### config.mk
export PLATFORM = sky130hd
export DESIGN_NAME = skip_suppress_seq
export DESIGN_NICKNAME = d
export VERILOG_FILES = /design/src/rtl/skipseq_pkg.sv /design/src/rtl/skip_collect.sv /design/src/rtl/run_filter.sv /design/src/rtl/skip_suppress_seq.sv
export SDC_FILE = /design/constraint.sdc
export NUM_CORES = 1
export LEC_CHECK = 0
export ABC_AREA = 1
export ABC_CLOCK_PERIOD_IN_PS = 1100
export BUFFER_PORTS_ARGS = -buffer_cell sky130_fd_sc_hd__buf_2
export CORE_AREA = 4 4 41 43
export CTS_BUF_LIST = sky130_fd_sc_hd__clkbuf_8
export DETAILED_ROUTE_END_ITERATION = 16
export DIE_AREA = 0 0 45 47
export GPL_ROUTABILITY_DRIVEN = 0
export GPL_TIMING_DRIVEN = 0
export MAX_ROUTING_LAYER = met4
export PLACE_DENSITY = 0.56
export REMOVE_ABC_BUFFERS = 1
export SETUP_SLACK_MARGIN = 0.2
export SYNTH_ARGS = -nofsm -noshare
export SYNTH_HDL_FRONTEND = slang
export SYNTH_SLANG_ARGS = --single-unit
### constraint.sdc
create_clock -name clk -period 1.1 [get_ports clk]
set_clock_uncertainty 0.2 [all_clocks]
set_input_delay 0.055 -clock clk [delete_from_list [all_inputs] [get_ports clk]]
set_output_delay 0.055 -clock clk [all_outputs]
set_load 0.005 [all_outputs]
### src/rtl/skipseq_pkg.sv
package skipseq_pkg;

    localparam int CLS_W = 3;

    typedef enum logic [CLS_W-1:0] {
        WC_OTHER  = 3'd0,
        WC_IMM    = 3'd1,
        WC_BSHORT = 3'd2,
        WC_BLONG  = 3'd3,
        WC_PAIR   = 3'd4
    } word_class_e;

    typedef struct packed {
        logic skip_pend;
        logic imm_run;
        logic bload_run;
        logic op_due;
        logic op_live;
    } seq_state_t;

endpackage

### src/rtl/skip_collect.sv
module skip_collect #(
    parameter int NSRC = 6
) (
    input  logic [NSRC-1:0] req,
    input  logic            gate,
    output logic            any_skip
);
    logic [NSRC:0] chain;

    assign chain[0] = 1'b0;

    generate
        for (genvar i = 0; i < NSRC; i++) begin : g_or
            assign chain[i+1] = chain[i] | req[i];
        end
    endgenerate

    assign any_skip = gate & chain[NSRC];
endmodule

### src/rtl/run_filter.sv
module run_filter
    import skipseq_pkg::*;
(
    input  logic [CLS_W-1:0] cls,
    input  logic             imm_run_q,
    input  logic             bload_run_q,
    output logic             is_imm,
    output logic             is_bload,
    output logic             has_second,
    output logic             suppress
);
    always_comb begin
        is_imm     = 1'b0;
        is_bload   = 1'b0;
        has_second = 1'b0;
        case (cls)
            WC_IMM:    is_imm = 1'b1;
            WC_BSHORT: is_bload = 1'b1;
            WC_BLONG: begin
                is_bload   = 1'b1;
                has_second = 1'b1;
            end
            WC_PAIR:   has_second = 1'b1;
            default:   ;
        endcase
        suppress = (is_imm & imm_run_q) | (is_bload & bload_run_q);
    end
endmodule

### src/rtl/skip_suppress_seq.sv
module skip_suppress_seq
    import skipseq_pkg::*;
#(
    parameter int NSRC = 6
) (
    input  logic             clk,
    input  logic             rst_n,
    input  logic             word_valid,
    input  logic [CLS_W-1:0] word_class,
    input  logic [NSRC-1:0]  skip_req,
    output logic             exec_en,
    output logic             operand_en,
    output logic             skip_pending,
    output logic             imm_run,
    output logic             bload_run,
    output logic             operand_due
);
    seq_state_t st_q, st_d;

    logic is_imm, is_bload, has_second, suppress;
    logic exec_go, any_skip, opnd_go;

    run_filter u_filter (
        .cls        (word_class),
        .imm_run_q  (st_q.imm_run),
        .bload_run_q(st_q.bload_run),
        .is_imm     (is_imm),
        .is_bload   (is_bload),
        .has_second (has_second),
        .suppress   (suppress)
    );

    // a word runs only when no operand is owed, no skip waits and no run repeats
    assign exec_go = word_valid & ~st_q.op_due & ~st_q.skip_pend & ~suppress;

    skip_collect #(.NSRC(NSRC)) u_skip (
        .req     (skip_req),
        .gate    (exec_go),
        .any_skip(any_skip)
    );

    always_comb begin
        st_d    = st_q;
        opnd_go = 1'b0;
        if (word_valid) begin
            if (st_q.op_due) begin
                // second byte: taken or dropped with its owner, runs untouched
                opnd_go      = st_q.op_live;
                st_d.op_due  = 1'b0;
                st_d.op_live = 1'b0;
            end else if (st_q.skip_pend) begin
                // discarded word: one word only, and it breaks any run
                st_d.skip_pend = 1'b0;
                st_d.imm_run   = 1'b0;
                st_d.bload_run = 1'b0;
            end else if (suppress) begin
                st_d.imm_run   = is_imm;
                st_d.bload_run = is_bload;
                st_d.op_due    = has_second;
                st_d.op_live   = 1'b0;
            end else begin
                st_d.imm_run   = is_imm;
                st_d.bload_run = is_bload;
                st_d.op_due    = has_second;
                st_d.op_live   = has_second;
                st_d.skip_pend = any_skip;
            end
        end
    end

    always_ff @(posedge clk) begin
        if (!rst_n) begin
            st_q <= '0;
        end else begin
            st_q <= st_d;
        end
    end

    assign exec_en      = exec_go;
    assign operand_en   = opnd_go;
    assign skip_pending = st_q.skip_pend;
    assign imm_run      = st_q.imm_run;
    assign bload_run    = st_q.bload_run;
    assign operand_due  = st_q.op_due;
endmodule

==> results_dict.tcl <==
set metrics [dict create \
    status "finished, violations left" \
    violations "hold timing, setup timing" \
    first_pass_iters 4 \
    antenna_found_initial 0 \
    rsz0062_at_grt "yes" \
    synthToLayoutAreaGrowth_pct 98.2 \
    core_area_um2 1300 \
    portBuffers 17 \
    irDropWorstVdd_mv 0.613 \
    critical_path.slowest_cell "dfxtp_2" \
    critPathMaxStageDelay_ns 0.33 \
    total_power_mw 0.688 \
    drt-wirelength-per-cell_um 9.91 \
    syn_avg_cell_area_um2 6.31 \
    cpLargestDelayFamily "flip-flops" \
    start_util_pct 21.8 \
    final_common_cell "buf_2" \
    cp_num_buf_inv 2 \
    yosysWarnings 0 \
    grt_overflow_total 0 \
    cts.reportedPaths.clkPinSlew_ns 0.03 \
    hold_class "in2reg" \
    min_period_over_period_pct 110 \
    power_density_nw_per_um2 1220 \
    die_y_um 47 \
    start_kind "register" \
    netlist_instances 45 \
    cellLeakagePower_nw 0.277 \
    drv_slew 0 \
    num_rows 13 \
    h-tree-depth 1 \
    critPathKind "reg2out" \
    yosys_register_bits 5 \
    drt-initial-drc-count 6 \
    cts_tree "done" \
    cp-end-kind "primary output" \
    root_buffer "clkbuf_8" \
    grt.total_usage_pct 8.17 \
    grt_max_degree 7 \
    setup_viol 7 \
    crit_fanout 3 \
    hold_viol_final 5 \
    fp.dieW_um 45 \
    setup_ws_ns -0.111 \
    ys_seq_area_share_pct 35.2 \
    cp.arrival_ns 0.96 \
    die_area_um2 2120 \
    drc_errors 0 \
    clockBufferDepth 2 \
    final_cell_mix "buf_2 (15), nor2_1 (7), nand2_1 (6), buf_6 (6), inv_1 (4)" \
    finalWirelength_um 862 \
    ios 18 \
    num_antenna_cells 0 \
    hold_ws_ns -0.112 \
    synth_area_um2 284 \
    crit_chain "inv_2, nand2_4, nor3_2, buf_2" \
    fin_nets 85 \
    ys_types 14 \
    clock_sinks 5 \
    seqCellArea_um2 108 \
    vias 377 \
    cts_buffers 3 \
    insertion_delay_ns 0.21 \
    slew_headroom_pct 88.4 \
    drv_cap 0 \
    dpl.hpwl_um 610 \
    grt_pass1_vias 303 \
    routed_via_density 4.33 \
    fmax_mhz 826 \
    drive_gt1_share_pct 61.1 \
    fill_cells 131 \
    cp.required_ns 0.84 \
    multi_input_area_um2 199 \
    grt_pass1_wl_mm 1.23 \
    period_minus_slack_ns 1.21 \
    fin_util_pct 43.3 \
    antenna_left 0 \
    tightestPinTransition_ns 0.173 \
]
[Yosys cell counts]
cell type	count	area [um2]
nand3_1	2	10.0
inv_1	3	11.3
nand2_1	9	33.8
nand2_2	1	6.26
nor2_2	1	6.26
dfxtp_1	5	100
nand4_1	3	18.8
inv_2	3	11.3
nor2_1	8	30.0
nor3_1	1	5.00
nor2_4	1	11.3
o21ai_0	2	10.0
o21ai_1	1	5.00
a21oi_1	5	25.0
[where the power goes]
group / leakage (nW) / switching, mW / internal [mW]
Combinational: 0.207 / 0.0709 / 0.0894
Sequential: 0.0430 / 0.0170 / 0.196
Clock: 0.0269 / 0.0767 / 0.238
[kinds of logic after synthesis]
| family | after synthesis | share of synthesized area, % |
|---|---|---|
| DFF | 5 | 35.2 |
| buffers and inverters | 6 | 7.93 |
| AOI/OAI and AO/OA | 8 | 14.1 |
| and+or+nand+nor | 26 | 42.7 |
[through the flow]
| step | TNS (ns) | worst slack [ns] | std cells | instance area [um2] |
|---|---|---|---|---|
| 2_1_floorplan | 0 | 0.0441 | 45 | 284 |
| 3_3_place_gp | -0.0385 | -0.0190 | 77 | 388 |
| 3_5_place_dp | -0.00987 | -0.00563 | 77 | 388 |
| 4_1_cts | -0.300 | -0.0843 | 86 | 515 |
| 5_1_grt | -0.789 | -0.169 | 87 | 563 |
| 6_report | -0.444 | -0.111 | 87 | 563 |
[flip-flops by register name, indices dropped and copies added, names as in the netlist]
signal,count
bload_run,1
st_q,1
operand_due,1
skip_pending,1
imm_run,1
[cell type report]
class / count / area share, %
multi-input cells: 34 / 35.3
repair buffers: 23 / 30.2
flip-flops and latches: 5 / 19.1
clock buffers: 3 / 7.33
inverters: 6 / 4.00
well taps: 15 / 3.33
clock inverters: 1 / 0.667
[per-layer routing]
metal	wire length, um	GRT usage (%)
met1	327	9.36
met2	482	14.1
met3	52	2.30
met4	0	1.75
met5	0	-
[worst reg2reg max path: stages, from the launching register on]
cell	delay, ns
dfxtp_2	0.33
inv_2	0.08
nand2_4	0.06
buf_12	0.13
nor2_4	0.10
nand4_1	0.10
a21oi_1	0.15
[what timing repair did]
item | 4_1_cts | 5_1_grt
endpoints found under the setup margin | 11 | 11
setup buffers | 5 | 1
hold endpoints to repair | 5 | 5
resized for setup | 10 | 12
pin swaps | 7 | 6
[path summary, 6_finish.rpt]
check | from | end | slack, ns | cells past startpoint
setup reg to reg | operand_due | skip_pending | -0.11 | 6
hold / removal | word_valid | operand_due | -0.11 | 2
setup / recovery | operand_due | exec_en | -0.11 | 4
hold reg to reg | imm_run | imm_run | 0.28 | 2
No activity file was read; power rests on OpenSTA's default activity.
